$ cat config.mk
export PLATFORM = sky130hd
export DESIGN_NAME = e3tx_frame_master
export DESIGN_NICKNAME = d
export VERILOG_FILES = /design/src/rtl/e3tx_pkg.sv /design/src/rtl/e3tx_pos_fsm.sv /design/src/rtl/e3tx_strobe_gen.sv /design/src/rtl/e3tx_payload_tap.sv /design/src/rtl/e3tx_frame_master.sv
export SDC_FILE = /design/constraint.sdc
export NUM_CORES = 1
export LEC_CHECK = 0
export BUFFER_PORTS_ARGS = -buffer_cell sky130_fd_sc_hd__buf_2
export CORE_MARGIN = 5
export CORE_UTILIZATION = 56
export CTS_BUF_LIST = sky130_fd_sc_hd__clkbuf_16
export DETAILED_ROUTE_END_ITERATION = 10
export PLACE_DENSITY = 0.81
export SETUP_SLACK_MARGIN = 0.05
export SYNTH_ARGS = -nofsm -noshare
export SYNTH_HDL_FRONTEND = slang
export SYNTH_SLANG_ARGS = --single-unit
$ cat constraint.sdc
create_clock -name clk -period 2.75 [get_ports clk]
set_clock_uncertainty 0.05 [all_clocks]
set_input_delay 0.275 -clock clk [delete_from_list [all_inputs] [get_ports clk]]
set_output_delay 0.275 -clock clk [all_outputs]
set_load 0.02 [all_outputs]
$ cat src/rtl/e3tx_pkg.sv
package e3tx_pkg;

    // Region of the frame the position counter is in
    typedef enum logic [1:0] {
        ST_HEAD = 2'd0,   // overhead positions
        ST_BODY = 2'd1,   // payload positions before the last
        ST_TAIL = 2'd2    // final position of the frame
    } e3tx_region_t;

endpackage

$ cat src/rtl/e3tx_pos_fsm.sv
module e3tx_pos_fsm
    import e3tx_pkg::*;
#(
    parameter int FRAME_BITS = 1536,
    parameter int OH_BITS    = 12,
    localparam int POS_W     = $clog2(FRAME_BITS)
) (
    input  logic             clk,
    input  logic             rst,
    output logic [POS_W-1:0] pos_q,
    output logic [POS_W-1:0] pos_nxt,
    output e3tx_region_t     region_q,
    output e3tx_region_t     region_nxt
);

    localparam logic [POS_W-1:0] LAST_POS   = POS_W'(FRAME_BITS - 1);
    localparam logic [POS_W-1:0] PRELAST    = POS_W'(FRAME_BITS - 2);
    localparam logic [POS_W-1:0] OH_END_POS = POS_W'(OH_BITS - 1);

    // State register process
    always_ff @(posedge clk) begin
        if (rst) begin
            region_q <= ST_TAIL;
            pos_q    <= LAST_POS;
        end else begin
            region_q <= region_nxt;
            pos_q    <= pos_nxt;
        end
    end

    // Next-state and position process
    always_comb begin
        region_nxt = region_q;
        pos_nxt    = pos_q + 1'b1;
        unique case (region_q)
            ST_HEAD: begin
                if (pos_q == OH_END_POS) region_nxt = ST_BODY;
            end
            ST_BODY: begin
                if (pos_q == PRELAST) region_nxt = ST_TAIL;
            end
            ST_TAIL: begin
                region_nxt = ST_HEAD;
                pos_nxt    = '0;
            end
            default: begin
                region_nxt = ST_TAIL;
                pos_nxt    = LAST_POS;
            end
        endcase
    end

    assert_wrap_R2: assert property (@(posedge clk) disable iff (rst)
        (pos_q == LAST_POS) |=> (pos_q == '0));
    assert_step_R2: assert property (@(posedge clk) disable iff (rst)
        (pos_q != LAST_POS) |=> (pos_q == POS_W'($past(pos_q) + 1'b1)));
    assert_region_R2: assert property (@(posedge clk) disable iff (rst)
        (region_q == ST_HEAD) |-> (pos_q < POS_W'(OH_BITS)));

endmodule

$ cat src/rtl/e3tx_strobe_gen.sv
module e3tx_strobe_gen
    import e3tx_pkg::*;
#(
    parameter int FRAME_BITS = 1536,
    parameter int OH_BITS    = 12,
    localparam int POS_W     = $clog2(FRAME_BITS)
) (
    input  logic             clk,
    input  logic             rst,
    input  logic [POS_W-1:0] pos_q,
    input  logic [POS_W-1:0] pos_nxt,
    input  e3tx_region_t     region_nxt,
    output logic             frame_strb,
    output logic             oh_ind
);

    localparam logic [POS_W-1:0] OH_END_POS = POS_W'(OH_BITS - 1);
    localparam logic [POS_W-1:0] LAST_POS   = POS_W'(FRAME_BITS - 1);

    logic strb_d;
    logic ohi_d;

    // Decode of the position entered at the next edge
    always_comb begin
        strb_d = (region_nxt == ST_TAIL);
        // position after next is overhead: next is last, or next is head but not its final slot
        ohi_d  = (region_nxt == ST_TAIL) ||
                 ((region_nxt == ST_HEAD) && (pos_nxt != OH_END_POS));
    end

    always_ff @(posedge clk) begin
        if (rst) begin
            frame_strb <= 1'b1;
            oh_ind     <= 1'b1;
        end else begin
            frame_strb <= strb_d;
            oh_ind     <= ohi_d;
        end
    end

    assert_strb_pos_R3: assert property (@(posedge clk) disable iff (rst)
        frame_strb == (pos_q == LAST_POS));
    assert_strb_single_R3: assert property (@(posedge clk) disable iff (rst)
        frame_strb |=> !frame_strb);
    assert_oh_lead_R4: assert property (@(posedge clk) disable iff (rst)
        oh_ind |=> (pos_q < POS_W'(OH_BITS)));
    assert_oh_cover_R4: assert property (@(posedge clk) disable iff (rst)
        ((pos_q < OH_END_POS) || (pos_q == LAST_POS)) |-> oh_ind);

endmodule

$ cat src/rtl/e3tx_payload_tap.sv
module e3tx_payload_tap #(
    parameter int FRAME_BITS = 1536,
    parameter int OH_BITS    = 12,
    localparam int POS_W     = $clog2(FRAME_BITS)
) (
    input  logic             clk,
    input  logic             rst,
    input  logic             ser_in,
    input  logic [POS_W-1:0] pos_q,
    output logic             bit_out,
    output logic             bit_is_pay
);

    localparam logic [POS_W-1:0] FIRST_PAY = POS_W'(OH_BITS);

    always_ff @(posedge clk) begin
        if (rst) begin
            bit_out    <= 1'b0;
            bit_is_pay <= 1'b0;
        end else begin
            bit_out    <= ser_in;
            bit_is_pay <= (pos_q >= FIRST_PAY);
        end
    end

    assert_tag_R6: assert property (@(posedge clk) disable iff (rst)
        bit_is_pay |-> ($past(pos_q) >= FIRST_PAY));
    assert_oh_drop_R6: assert property (@(posedge clk) disable iff (rst)
        (pos_q < FIRST_PAY) |=> !bit_is_pay);

endmodule

$ cat src/rtl/e3tx_frame_master.sv
module e3tx_frame_master
    import e3tx_pkg::*;
#(
    parameter int FRAME_BITS = 1536,
    parameter int OH_BITS    = 12,
    localparam int POS_W     = $clog2(FRAME_BITS)
) (
    input  logic             clk,
    input  logic             rst,
    input  logic             ser_in,
    output logic             frame_strb,
    output logic             oh_ind,
    output logic [POS_W-1:0] bit_pos,
    output logic             bit_out,
    output logic             bit_is_pay
);

    logic [POS_W-1:0] pos_q;
    logic [POS_W-1:0] pos_nxt;
    e3tx_region_t     region_q;
    e3tx_region_t     region_nxt;

    e3tx_pos_fsm #(.FRAME_BITS(FRAME_BITS), .OH_BITS(OH_BITS)) u_fsm (
        .clk        (clk),
        .rst        (rst),
        .pos_q      (pos_q),
        .pos_nxt    (pos_nxt),
        .region_q   (region_q),
        .region_nxt (region_nxt)
    );

    e3tx_strobe_gen #(.FRAME_BITS(FRAME_BITS), .OH_BITS(OH_BITS)) u_strb (
        .clk        (clk),
        .rst        (rst),
        .pos_q      (pos_q),
        .pos_nxt    (pos_nxt),
        .region_nxt (region_nxt),
        .frame_strb (frame_strb),
        .oh_ind     (oh_ind)
    );

    e3tx_payload_tap #(.FRAME_BITS(FRAME_BITS), .OH_BITS(OH_BITS)) u_tap (
        .clk        (clk),
        .rst        (rst),
        .ser_in     (ser_in),
        .pos_q      (pos_q),
        .bit_out    (bit_out),
        .bit_is_pay (bit_is_pay)
    );

    assign bit_pos = pos_q;

    assert_reset_R1: assert property (@(posedge clk)
        $past(rst) && !rst |-> (frame_strb && oh_ind && !bit_is_pay && region_q == ST_TAIL));

endmodule

==> flow_summary.json <==
{
  "outcome": "completed",
  "postSynthRegisterBits": 17,
  "number_of_buffers_created_by_cts": 3,
  "ys_seq_area_share_pct": 39.0,
  "initial_standard_cell_utilization_of_the_core_pct": 58.6,
  "ys_dominant_reg_cell": "sky130_fd_sc_hd__dfxtp_1",
  "timing.critical_path.from_type": "flip-flop",
  "final-setup-viol-count": 0,
  "synth_area_um2": 872,
  "synthesis.nets": 99,
  "synth.lib_cells_used.distinct": 32,
  "post-cts-setup-buffer-count": 0,
  "boundaryPins": 18,
  "cts_htree_levels": 1,
  "synth.top_cells.by_area": "sky130_fd_sc_hd__dfxtp_1 39%, sky130_fd_sc_hd__o21ai_0 5.7%, sky130_fd_sc_hd__xnor2_1 5.0%, sky130_fd_sc_hd__xor2_1 5.0%, sky130_fd_sc_hd__ha_1 4.3%",
  "worst_slew_pin_slew_ps": 427,
  "areaGrowthSynthToFinish_pct": 18.9,
  "clock_sinks": 17,
  "synth_cells": 93,
  "cts_tree": "built",
  "final_min_period_over_clock_period_pct": 61.1,
  "core_region_area_um2": 1490,
  "crit_chain": "ha_1 > nand4_1 > or3_1 > a32oi_1 > a41oi_2",
  "synth_warnings": 0,
  "cpPeakStageDelay_ps": 420,
  "final_nets": 116,
  "synthDominantCellAreaShare_pct": 39.0,
  "switching_share_pct": 28.1,
  "grt_antenna_before_repair": 0,
  "floorplan.die.height_um": 49.5,
  "place_worst_setup_slack_ps": 1070,
  "fmax_ghz": 0.595,
  "vdd_drop_max_mv": 0.614,
  "routed-via-count": 757,
  "max_cap_violations": 0,
  "worst_ep_arrival_time_ps": 1750,
  "antenna_left": 0,
  "timing.critical_path.slowest_stage_cell": "sky130_fd_sc_hd__dfxtp_1",
  "final.min_clock_period_ps": 1680,
  "clk_transition_reported_paths_ps": 50,
  "critPathKind": "reg -> reg",
  "power.combinational.fraction_pct": 15.6,
  "timing.slew.headroom_pct": 71.2,
  "timing_hold_violations_final": 0,
  "worst_ep_required_time_ps": 2820,
  "synth-edff-count": 0,
  "dr.first_iter.drc_count": 26,
  "cts-root-buf": "sky130_fd_sc_hd__clkbuf_16",
  "route.detailed.drc": 0,
  "globalplace.congestion": 0.814,
  "hp-class": "in -> reg",
  "p_sw_uw": 196,
  "power_frac_clock_pct": 42.0,
  "crit_family": "simple AND/OR/NAND/NOR gates",
  "synth_area_leader_cell": "sky130_fd_sc_hd__dfxtp_1",
  "dp_hpwl_um": 1460,
  "grt_first_pass_wirelength_um": 3280,
  "grt_overflow": 0,
  "final_sum_of_negative_setup_slack_ps": 0,
  "clk_latency_ps": 250,
  "antenna-diode-count": 0,
  "placementRows": 14,
  "placement.cell_area_um2": 957,
  "power.density_cell_area_nw_per_um2": 673,
  "crit_buf_inv": 0,
  "crit_path_max_fanout": 7,
  "finalWorstSetupSlack_ps": 1070,
  "clk_path_buf_depth": 2,
  "grt_usage_pct": 17.5,
  "grt_max_degree": 13,
  "timing.critical_path.to_type": "flip-flop",
  "pwr-share-seq_pct": 42.4,
  "p_int_uw": 501,
  "rsz_0062_raised_after_global_routing": "no",
  "post-route-cell-area_um2": 1040,
  "first_global_vias": 710,
  "post_drt_via_cell_ratio": 6.06,
  "syn-mean-instance-area_um2": 9.38,
  "final_layout_size_suffix_gt1_share_pct": 25.7,
  "die_w_um": 49.5,
  "total_leakage_power_uw": 0.000423,
  "wl_um": 1980,
  "die-area_um2": 2450,
  "timing_max_transition_violations_final": 0,
  "placement.io_buffers": 17,
  "ctsHoldBuffers": 0,
  "drt_first_pass_iters": 4,
  "async_reset_ff_share_pct": 0,
  "cts_resized": 0,
  "avgRoutedWirePerCell_um": 15.9
}
-- metal layers --
layer / routed length, um / vias up / GRT usage [%]
met5: 0 / - / 0
met4: 48 / 0 / 9.61
met3: 156 / 5 / 6.93
met2: 933 / 29 / 27.0
met1: 847 / 349 / 20.4
li1: - / 374 / -
-- synth_stat cells (2+ instances only) --
cell                       instances
sky130_fd_sc_hd__nand3_1           4
sky130_fd_sc_hd__ha_1              3
sky130_fd_sc_hd__dfxtp_1          17
sky130_fd_sc_hd__buf_2             4
sky130_fd_sc_hd__nor2_1            3
sky130_fd_sc_hd__o21ai_0          10
sky130_fd_sc_hd__nand4_1           6
sky130_fd_sc_hd__nor2b_1           2
sky130_fd_sc_hd__inv_1             7
sky130_fd_sc_hd__a31oi_1           2
sky130_fd_sc_hd__nor4_1            2
sky130_fd_sc_hd__nor3_1            4
sky130_fd_sc_hd__xnor2_1           5
sky130_fd_sc_hd__clkbuf_1          2
sky130_fd_sc_hd__xor2_1            5
-- cell families (layout without fill, tap and decap cells) --
group / after synthesis / in the layout / synth area share [%]
flops: 17 / 17 / 39.0
mux: 1 / 1 / 1.15
xor+xnor: 10 / 10 / 10.0
simple gates: 31 / 31 / 23.4
compound gates: 18 / 18 / 15.9
fa+ha+maj: 3 / 3 / 4.30
buf+inv: 13 / 29 / 6.17
-- area by class of cell --
type | count | area, um2
clock buffer | 3 | 75.1
fill | 119 | 452
sequential | 17 | 340
multi-input combinational | 63 | 478
tap | 16 | 20.0
timing repair buffer | 18 | 92.6
clock inverter | 1 | 5.00
inverter | 7 | 26.3
-- placed cells by master (no fill, tap or decap) --
| cell | count |
|---|---|
| sky130_fd_sc_hd__buf_2 | 17 |
| sky130_fd_sc_hd__dfxtp_1 | 17 |
| sky130_fd_sc_hd__o21ai_0 | 10 |
| sky130_fd_sc_hd__inv_1 | 7 |
| sky130_fd_sc_hd__nand4_1 | 6 |
| sky130_fd_sc_hd__xnor2_1 | 5 |
| sky130_fd_sc_hd__xor2_1 | 5 |
| sky130_fd_sc_hd__nand3_1 | 4 |
| sky130_fd_sc_hd__nor3_1 | 4 |
| sky130_fd_sc_hd__nor2_1 | 3 |
| sky130_fd_sc_hd__ha_1 | 3 |
| sky130_fd_sc_hd__clkbuf_16 | 3 |
| sky130_fd_sc_hd__nor2b_1 | 2 |
| sky130_fd_sc_hd__nor4_1 | 2 |
| sky130_fd_sc_hd__a31oi_1 | 2 |
| sky130_fd_sc_hd__and4_1 | 1 |
| sky130_fd_sc_hd__nor4b_1 | 1 |
| sky130_fd_sc_hd__or3_1 | 1 |
| sky130_fd_sc_hd__and4_2 | 1 |
| sky130_fd_sc_hd__and3_1 | 1 |
| sky130_fd_sc_hd__nand4_4 | 1 |
| sky130_fd_sc_hd__a32oi_1 | 1 |
| sky130_fd_sc_hd__mux2i_1 | 1 |
| sky130_fd_sc_hd__nand2_1 | 1 |
| sky130_fd_sc_hd__nand4b_1 | 1 |
| sky130_fd_sc_hd__a21oi_1 | 1 |
| sky130_fd_sc_hd__o41ai_4 | 1 |
| sky130_fd_sc_hd__nor4bb_1 | 1 |
| sky130_fd_sc_hd__nor2_2 | 1 |
| sky130_fd_sc_hd__a41oi_2 | 1 |
| sky130_fd_sc_hd__a21bo_2 | 1 |
| sky130_fd_sc_hd__o41ai_1 | 1 |
| sky130_fd_sc_hd__clkinv_2 | 1 |
| sky130_fd_sc_hd__buf_4 | 1 |
-- path summary, 6_finish.rpt --
check / from / to / slack, ps / cells past startpoint
max: u_fsm.pos_q[1]$_SDFF_PP1_ / u_strb.oh_ind$_SDFF_PP1_ / 1070 / 5
min: rst / u_tap.bit_is_pay$_SDFF_PP0_ / 200 / 2
max reg2reg: u_fsm.pos_q[1]$_SDFF_PP1_ / u_strb.oh_ind$_SDFF_PP1_ / 1070 / 5
min reg2reg: u_fsm.pos_q[0]$_SDFF_PP1_ / u_fsm.pos_q[0]$_SDFF_PP1_ / 510 / 1
-- per-stage QoR --
stage,std cells,total power (uW),hold slack [ps],util [%]
final,125,698,197,69.7
after detailed placement,121,409,460,64.3
after global placement,121,406,433,64.3
after global routing,125,735,207,69.7
after CTS,125,704,195,69.7
after floorplan,93,377,294,-
-- power by group through the flow --
stage | combinational (uW) | sequential, uW | clock [uW]
2_1_floorplan | 73.3 | 304 | 0
3_3_place_gp | 107 | 298 | 0
3_5_place_dp | 108 | 300 | 0
4_1_cts | 109 | 295 | 300
5_1_grt | 119 | 299 | 317
6_report | 109 | 296 | 293
-- registers in the layout (all words and copies together), names as in the netlist --
register           count
u_tap.bit_is_pay       1
u_tap.bit_out          1
u_fsm.region_q         2
u_fsm.pos_q           11
u_strb.frame_strb      1
u_strb.oh_ind          1
No activity file was read; power rests on OpenSTA's default activity.
